==> src/rtl/edt_pkg.sv <==
package edt_pkg;
  // Slot pointer width, at least one bit.
  function automatic int ptr_w(input int depth);
    return (depth <= 2) ? 1 : $clog2(depth);
  endfunction
endpackage

==> src/rtl/edt_delay_calc.sv <==
module edt_delay_calc #(
  parameter int CODE_W = 4,
  parameter int T_W    = 16,
  parameter int JIT_W  = 8,
  parameter int PERIOD = 256
) (
  input  logic [CODE_W-1:0]       code_i,
  input  logic signed [JIT_W-1:0] jit_i,
  output logic [T_W-1:0]          dly_o
);
  localparam int PW = T_W + CODE_W;
  localparam int SW = ((PW > JIT_W) ? PW : JIT_W) + 1;

  logic [PW-1:0]        prod;
  logic [PW-1:0]        nom;
  logic signed [SW-1:0] sum;

  assign prod = PW'(code_i) * PW'(PERIOD);
  assign nom  = prod >> CODE_W;
  assign sum  = $signed(SW'(nom)) + SW'(jit_i);

  always_comb begin
    if (sum < 0)                 dly_o = '0;
    else if (sum[SW-1:T_W] != 0) dly_o = '1;  // saturate
    else                         dly_o = sum[T_W-1:0];
  end
endmodule

==> src/rtl/edt_slot.sv <==
module edt_slot #(
  parameter int T_W = 16
) (
  input  logic           clk_i,
  input  logic           rst_ni,
  input  logic           load_i,
  input  logic [T_W-1:0] dly_i,
  input  logic           lvl_i,
  input  logic [T_W-1:0] step_i,
  output logic [T_W-1:0] rem_o,
  output logic           valid_o,
  output logic           lvl_o,
  output logic           hit_o
);
  logic [T_W-1:0] rem_q;
  logic           valid_q;
  logic           lvl_q;

  assign hit_o = valid_q && (rem_q == step_i);

  always_ff @(posedge clk_i or negedge rst_ni) begin
    if (!rst_ni) begin
      rem_q   <= '0;
      valid_q <= 1'b0;
      lvl_q   <= 1'b0;
    end else begin
      rem_q   <= load_i ? dly_i : rem_q - step_i;
      valid_q <= (valid_q & ~hit_o) | load_i;
      if (load_i) lvl_q <= lvl_i;
    end
  end

  assign rem_o   = rem_q;
  assign valid_o = valid_q;
  assign lvl_o   = lvl_q;
endmodule

==> src/rtl/edt_min_tree.sv <==
module edt_min_tree #(
  parameter int N = 4,
  parameter int W = 16
) (
  input  logic [N-1:0][W-1:0] in_i,
  input  logic [W-1:0]        pad_i,
  output logic [W-1:0]        min_o
);
  localparam int LG = (N <= 1) ? 0 : $clog2(N);
  localparam int NP = 1 << LG;

  // Heap layout: node 0 is the root, leaves start at NP-1.
  logic [W-1:0] node [2*NP-1];

  for (genvar k = 0; k < NP; k++) begin : g_leaf
    if (k < N) begin : g_in
      assign node[NP-1+k] = in_i[k];
    end else begin : g_pad
      assign node[NP-1+k] = pad_i;
    end
  end

  // Ties keep the lower-half value.
  for (genvar i = 0; i < NP-1; i++) begin : g_node
    assign node[i] = (node[2*i+2] < node[2*i+1]) ? node[2*i+2] : node[2*i+1];
  end

  assign min_o = node[0];
endmodule

==> src/rtl/edge_delay_tracker.sv <==
module edge_delay_tracker #(
  parameter int DEPTH  = 4,
  parameter int CODE_W = 4,
  parameter int T_W    = 16,
  parameter int JIT_W  = 8,
  parameter int PERIOD = 256
) (
  input  logic                    clk_i,
  input  logic                    rst_ni,
  input  logic                    lvl_i,
  input  logic [CODE_W-1:0]       code_i,
  input  logic signed [JIT_W-1:0] jit_i,
  input  logic [T_W-1:0]          step_i,
  input  logic [T_W-1:0]          step_max_i,
  output logic [T_W-1:0]          req_o,
  output logic                    lvl_o
);
  localparam int PTR_W = edt_pkg::ptr_w(DEPTH);

  logic                      lvl_q;
  logic                      edge_w;
  logic [PTR_W-1:0]          ptr_q;
  logic [T_W-1:0]            dly;
  logic [DEPTH-1:0]          valid_q;
  logic [DEPTH-1:0]          hit;
  logic [DEPTH-1:0]          slv;
  logic [DEPTH-1:0][T_W-1:0] rem;
  logic [DEPTH-1:0][T_W-1:0] req_in;
  logic                      set_w;
  logic                      clr_w;
  logic                      out_q;

  assign edge_w = lvl_i ^ lvl_q;

  always_ff @(posedge clk_i or negedge rst_ni) begin
    if (!rst_ni) begin
      lvl_q <= 1'b0;
      ptr_q <= '0;
      out_q <= 1'b0;
    end else begin
      lvl_q <= lvl_i;
      out_q <= lvl_o;
      if (edge_w) ptr_q <= (ptr_q == PTR_W'(DEPTH-1)) ? '0 : ptr_q + 1'b1;
    end
  end

  edt_delay_calc #(
    .CODE_W(CODE_W), .T_W(T_W), .JIT_W(JIT_W), .PERIOD(PERIOD)
  ) u_calc (
    .code_i(code_i),
    .jit_i (jit_i),
    .dly_o (dly)
  );

  for (genvar k = 0; k < DEPTH; k++) begin : g_slot
    logic load;
    assign load = edge_w && (ptr_q == PTR_W'(k));

    edt_slot #(.T_W(T_W)) u_slot (
      .clk_i  (clk_i),
      .rst_ni (rst_ni),
      .load_i (load),
      .dly_i  (dly),
      .lvl_i  (lvl_i),
      .step_i (step_i),
      .rem_o  (rem[k]),
      .valid_o(valid_q[k]),
      .lvl_o  (slv[k]),
      .hit_o  (hit[k])
    );

    assign req_in[k] = valid_q[k] ? rem[k] : step_max_i;
  end

  edt_min_tree #(.N(DEPTH), .W(T_W)) u_tree (
    .in_i (req_in),
    .pad_i(step_max_i),
    .min_o(req_o)
  );

  assign set_w = |(hit & slv);
  assign clr_w = |(hit & ~slv);
  assign lvl_o = (out_q & ~clr_w) | set_w;
endmodule

==> config.mk <==
export PLATFORM = sky130hd
export DESIGN_NAME = edge_delay_tracker
export DESIGN_NICKNAME = d
export VERILOG_FILES = /design/src/rtl/edt_pkg.sv /design/src/rtl/edt_delay_calc.sv /design/src/rtl/edt_slot.sv /design/src/rtl/edt_min_tree.sv /design/src/rtl/edge_delay_tracker.sv
export SDC_FILE = /design/constraint.sdc
export NUM_CORES = 1
export LEC_CHECK = 0
export ABC_AREA = 1
export CORE_MARGIN = 4
export CORE_UTILIZATION = 25
export CTS_BUF_LIST = sky130_fd_sc_hd__clkbuf_4 sky130_fd_sc_hd__clkbuf_8 sky130_fd_sc_hd__clkbuf_16
export DETAILED_ROUTE_END_ITERATION = 8
export SYNTH_ARGS = -nofsm -noshare
export SYNTH_HDL_FRONTEND = slang
export SYNTH_HIERARCHICAL = 1
export SYNTH_SLANG_ARGS = --single-unit
==> constraint.sdc <==
create_clock -name clk_i -period 4.7 [get_ports clk_i]
set_input_delay 0.94 -clock clk_i [delete_from_list [all_inputs] [get_ports clk_i]]
set_output_delay 0.94 -clock clk_i [all_outputs]
set_load 0.05 [all_outputs]
==> out/results.ini <==
[yosys]
yosysTopAreaCellShare_pct = 22.8
ys_top_cells_by_area = nand2_1 (23%), dfrtp_1 (19%), ha_1 (14%)
yosysMostFrequentCell = nand2_1
async_flop_share_pct = 100
synth_cell_types = 35
yosysTopAreaCell = nand2_1
synthCells = 1698
synth_edf_count = 0
avgSynthCellArea_um2 = 5.94
netlist_area_mm2 = 0.0101
seq_area_frac_synth_pct = 18.9
synth-seq-cells = 76
yosysWarnings = 6
synth_ff_type = dfrtp_1
synthTopCellsByCount = nand2_1 (613), inv_1 (334), ha_1 (114), o21ai_0 (106), nand3_1 (98)

[setup_path]
path_cells = buf_8 -> inv_6 -> o21ai_2 -> inv_1 -> ha_1 -> nand2_1 -> nor2_1 -> nor3_2 -> nand2_2 -> nand2_4 -> nand2_4 -> buf_12 -> buf_16 -> a21oi_4 -> ha_4 -> a21oi_2 -> nand3b_1 -> a21oi_2 -> a2111oi_4 -> buf_6 -> buf_8 -> nand3_2 -> nand2_4 -> buf_8
r2r-end = out_q
cp-start-kind = input port
required_ns = 3.76
arrival_ns = 4.16
r2r.worst_path.cells = 9
crit_type = in -> out
max_stage_delay_ns = 0.30
crit_fanout = 7
cp_slowest_cell = ha_1
reg2reg_slack_ns = 2.43
r2r_start = g_slot[3].u_slot/rem_o[2]
cp_num_buf_inv = 8
cp_top_family = buffers and inverters
critPathCaptureType = output port

[route]
drtIter0Drc = 913
drtPass1Iterations = 5
viasPerCell = 4.65
drc_errors = 0
vias = 11600
totalWireLength_um = 41100
wire_per_inst_um = 16.4
ant_nets = 0

[sta]
period_share_pct = 108
drv_slew = 0
rsz0062_at_grt = true
slew_headroom_pct = 49.4
fin_ws_ns = -0.395
worst_pin_slew_ns = 0.758
fmax_mhz = 196
whs_ns = 0.483
period_minus_slack_ns = 5.10
hold_viol = 0
fin_skew_ns = 0.00750
finalSetupViolations = 16

[clocking]
cts_buffers = 9
clock_latency_ns = 0.35
clk_pin_slew_worst_paths_ns = 0.06
htree_levels = 3
cts_sinks = 76
cts_max_path_buffers = 2
hold_buffers = 0
cts_root_buf = clkbuf_16
tritoncts = yes

[place]
place_hpwl_um = 31000
gp_routability_congestion = 0.948
port_buffers = 63
dp.cells = 2409

[floorplanning]
dieHeight_um = 209
core_area_mm2 = 0.0398
rows = 73
die-area_mm2 = 0.0436
io-pin-count = 64
start_util_pct = 25.3
die_x_um = 209

[global_routing]
grt_max_degree = 51
first_global_vias = 11000
grt-ovfl-total = 0
antenna_found_initial = 0
grt_util_all_layers_pct = 17.4
grt_pass1_wl_um = 60200

[layout]
nFillCells = 4138
final_cell_count_no_fill = 2507
multi_input_comb_area_mm2 = 0.00798
seqCellArea_mm2 = 0.00190
drive_gt1_share_pct = 32.0
area_delta_synth_final_pct = 48.9
n_antenna_cell = 0
fin_nets = 2145

[outcome]
status = complete, but fails checks
violations = negative setup slack

[hold_path]
hold_class = reg -> reg
hold_path_depth = 2
min-delay-start = g_slot[0].u_slot/lvl_o
hold-path-endpoint = g_slot[0].u_slot/lvl_o

[flow_run]
maxCapViolCount = 0

## kinds of logic (layout without fill, tap and decap cells)
group           Yosys count  in the layout  synth area share, %
fa+ha+maj               119            119                 15.1
buf+inv                 392            669                 15.4
other cells               1              7               0.0372
simple gates            916            917                 40.2
flops                    76             76                 18.9
compound gates          184            184                 9.50
xor+xnor                 10             10                0.868
## per-layer routing
layer / part of all wire (%) / vias up / track usage, %
li1: - / 5782 / -
met1: 44 / 5361 / 23.7
met2: 46 / 402 / 28.7
met3: 6.3 / 104 / 1.80
met4: 4.1 / 0 / 6.19
met5: 0 / - / 0
## state kept, by name (all words and copies together) (netlist names)
| name | cells |
|---|---|
| g_slot.u_slot/valid_o | 4 |
| g_slot.u_slot/lvl_o | 4 |
| lvl_q | 1 |
| ptr_q | 2 |
| out_q | 1 |
| g_slot.u_slot/rem_o | 64 |
## placed cells by master, fill, tap and decap left out, drive strengths merged
cell           count
nand4              8
xnor2              4
nand3            116
o21ai            110
xor2               6
or2               15
nor3              21
clkinv             1
o21bai             1
clkbuf            13
nand3b             9
inv              352
a21oi             71
clkinvlp           2
dfrtp             76
buf              271
fa                 5
dlygate4sd2        1
and2               8
conb               7
clkdlybuf4s50     29
a2111oi            1
nor2              79
a211oi             1
nand2            661
ha               114
## tightest hold or removal path: stages (launching register included)
cell and delay, ns:
dfrtp_1 0.34, nand2_1 0.06, nand2_1 0.05
## per-stage QoR
| stage | cell area, um^2 | setup TNS, ns | util [%] | setup WS, ns |
|---|---|---|---|---|
| 3_5_place_dp | 12700 | -17.79 | 31.9 | -1.14 |
| 3_3_place_gp | 12700 | -17.35 | 31.9 | -1.10 |
| 4_1_cts | 14300 | -3.49 | 35.9 | -0.246 |
| 5_1_grt | 15000 | -8.25 | 37.7 | -0.540 |
| 6_report | 15000 | -6.04 | 37.7 | -0.395 |
| 2_1_floorplan | 10400 | -0.899 | - | -0.0919 |
## area by class of cell
cell class,instances,share of cell area (%)
inverter,352,9.17
sequential,76,12.7
multi-input combinational,1237,53.1
clock inverter,3,0.158
timing repair buffer,303,18.8
tap,525,4.37
clock buffer,11,1.68
## worst max path at each step
stage                        startpoint        end  slack (ns)  cells past startpoint
after global routing      step_max_i[7]  req_o[14]       -0.54                     24
after floorplan           step_max_i[5]   req_o[5]       -0.09                     22
after CTS                 step_max_i[7]   req_o[9]       -0.25                     24
after global placement    step_max_i[9]  req_o[11]       -1.10                     18
final                     step_max_i[7]  req_o[14]       -0.40                     24
after detailed placement  step_max_i[5]   req_o[3]       -1.14                     21
## timing repair
item	CTS	global route
gates cloned	6	2
setup buffers	67	14
setup endpoints to repair	16	16
pin swaps	74	35
gates resized for setup	306	132
Power is not shown: default switching activity piles up to over one toggle a cycle in this logic, so the estimate is an artifact.
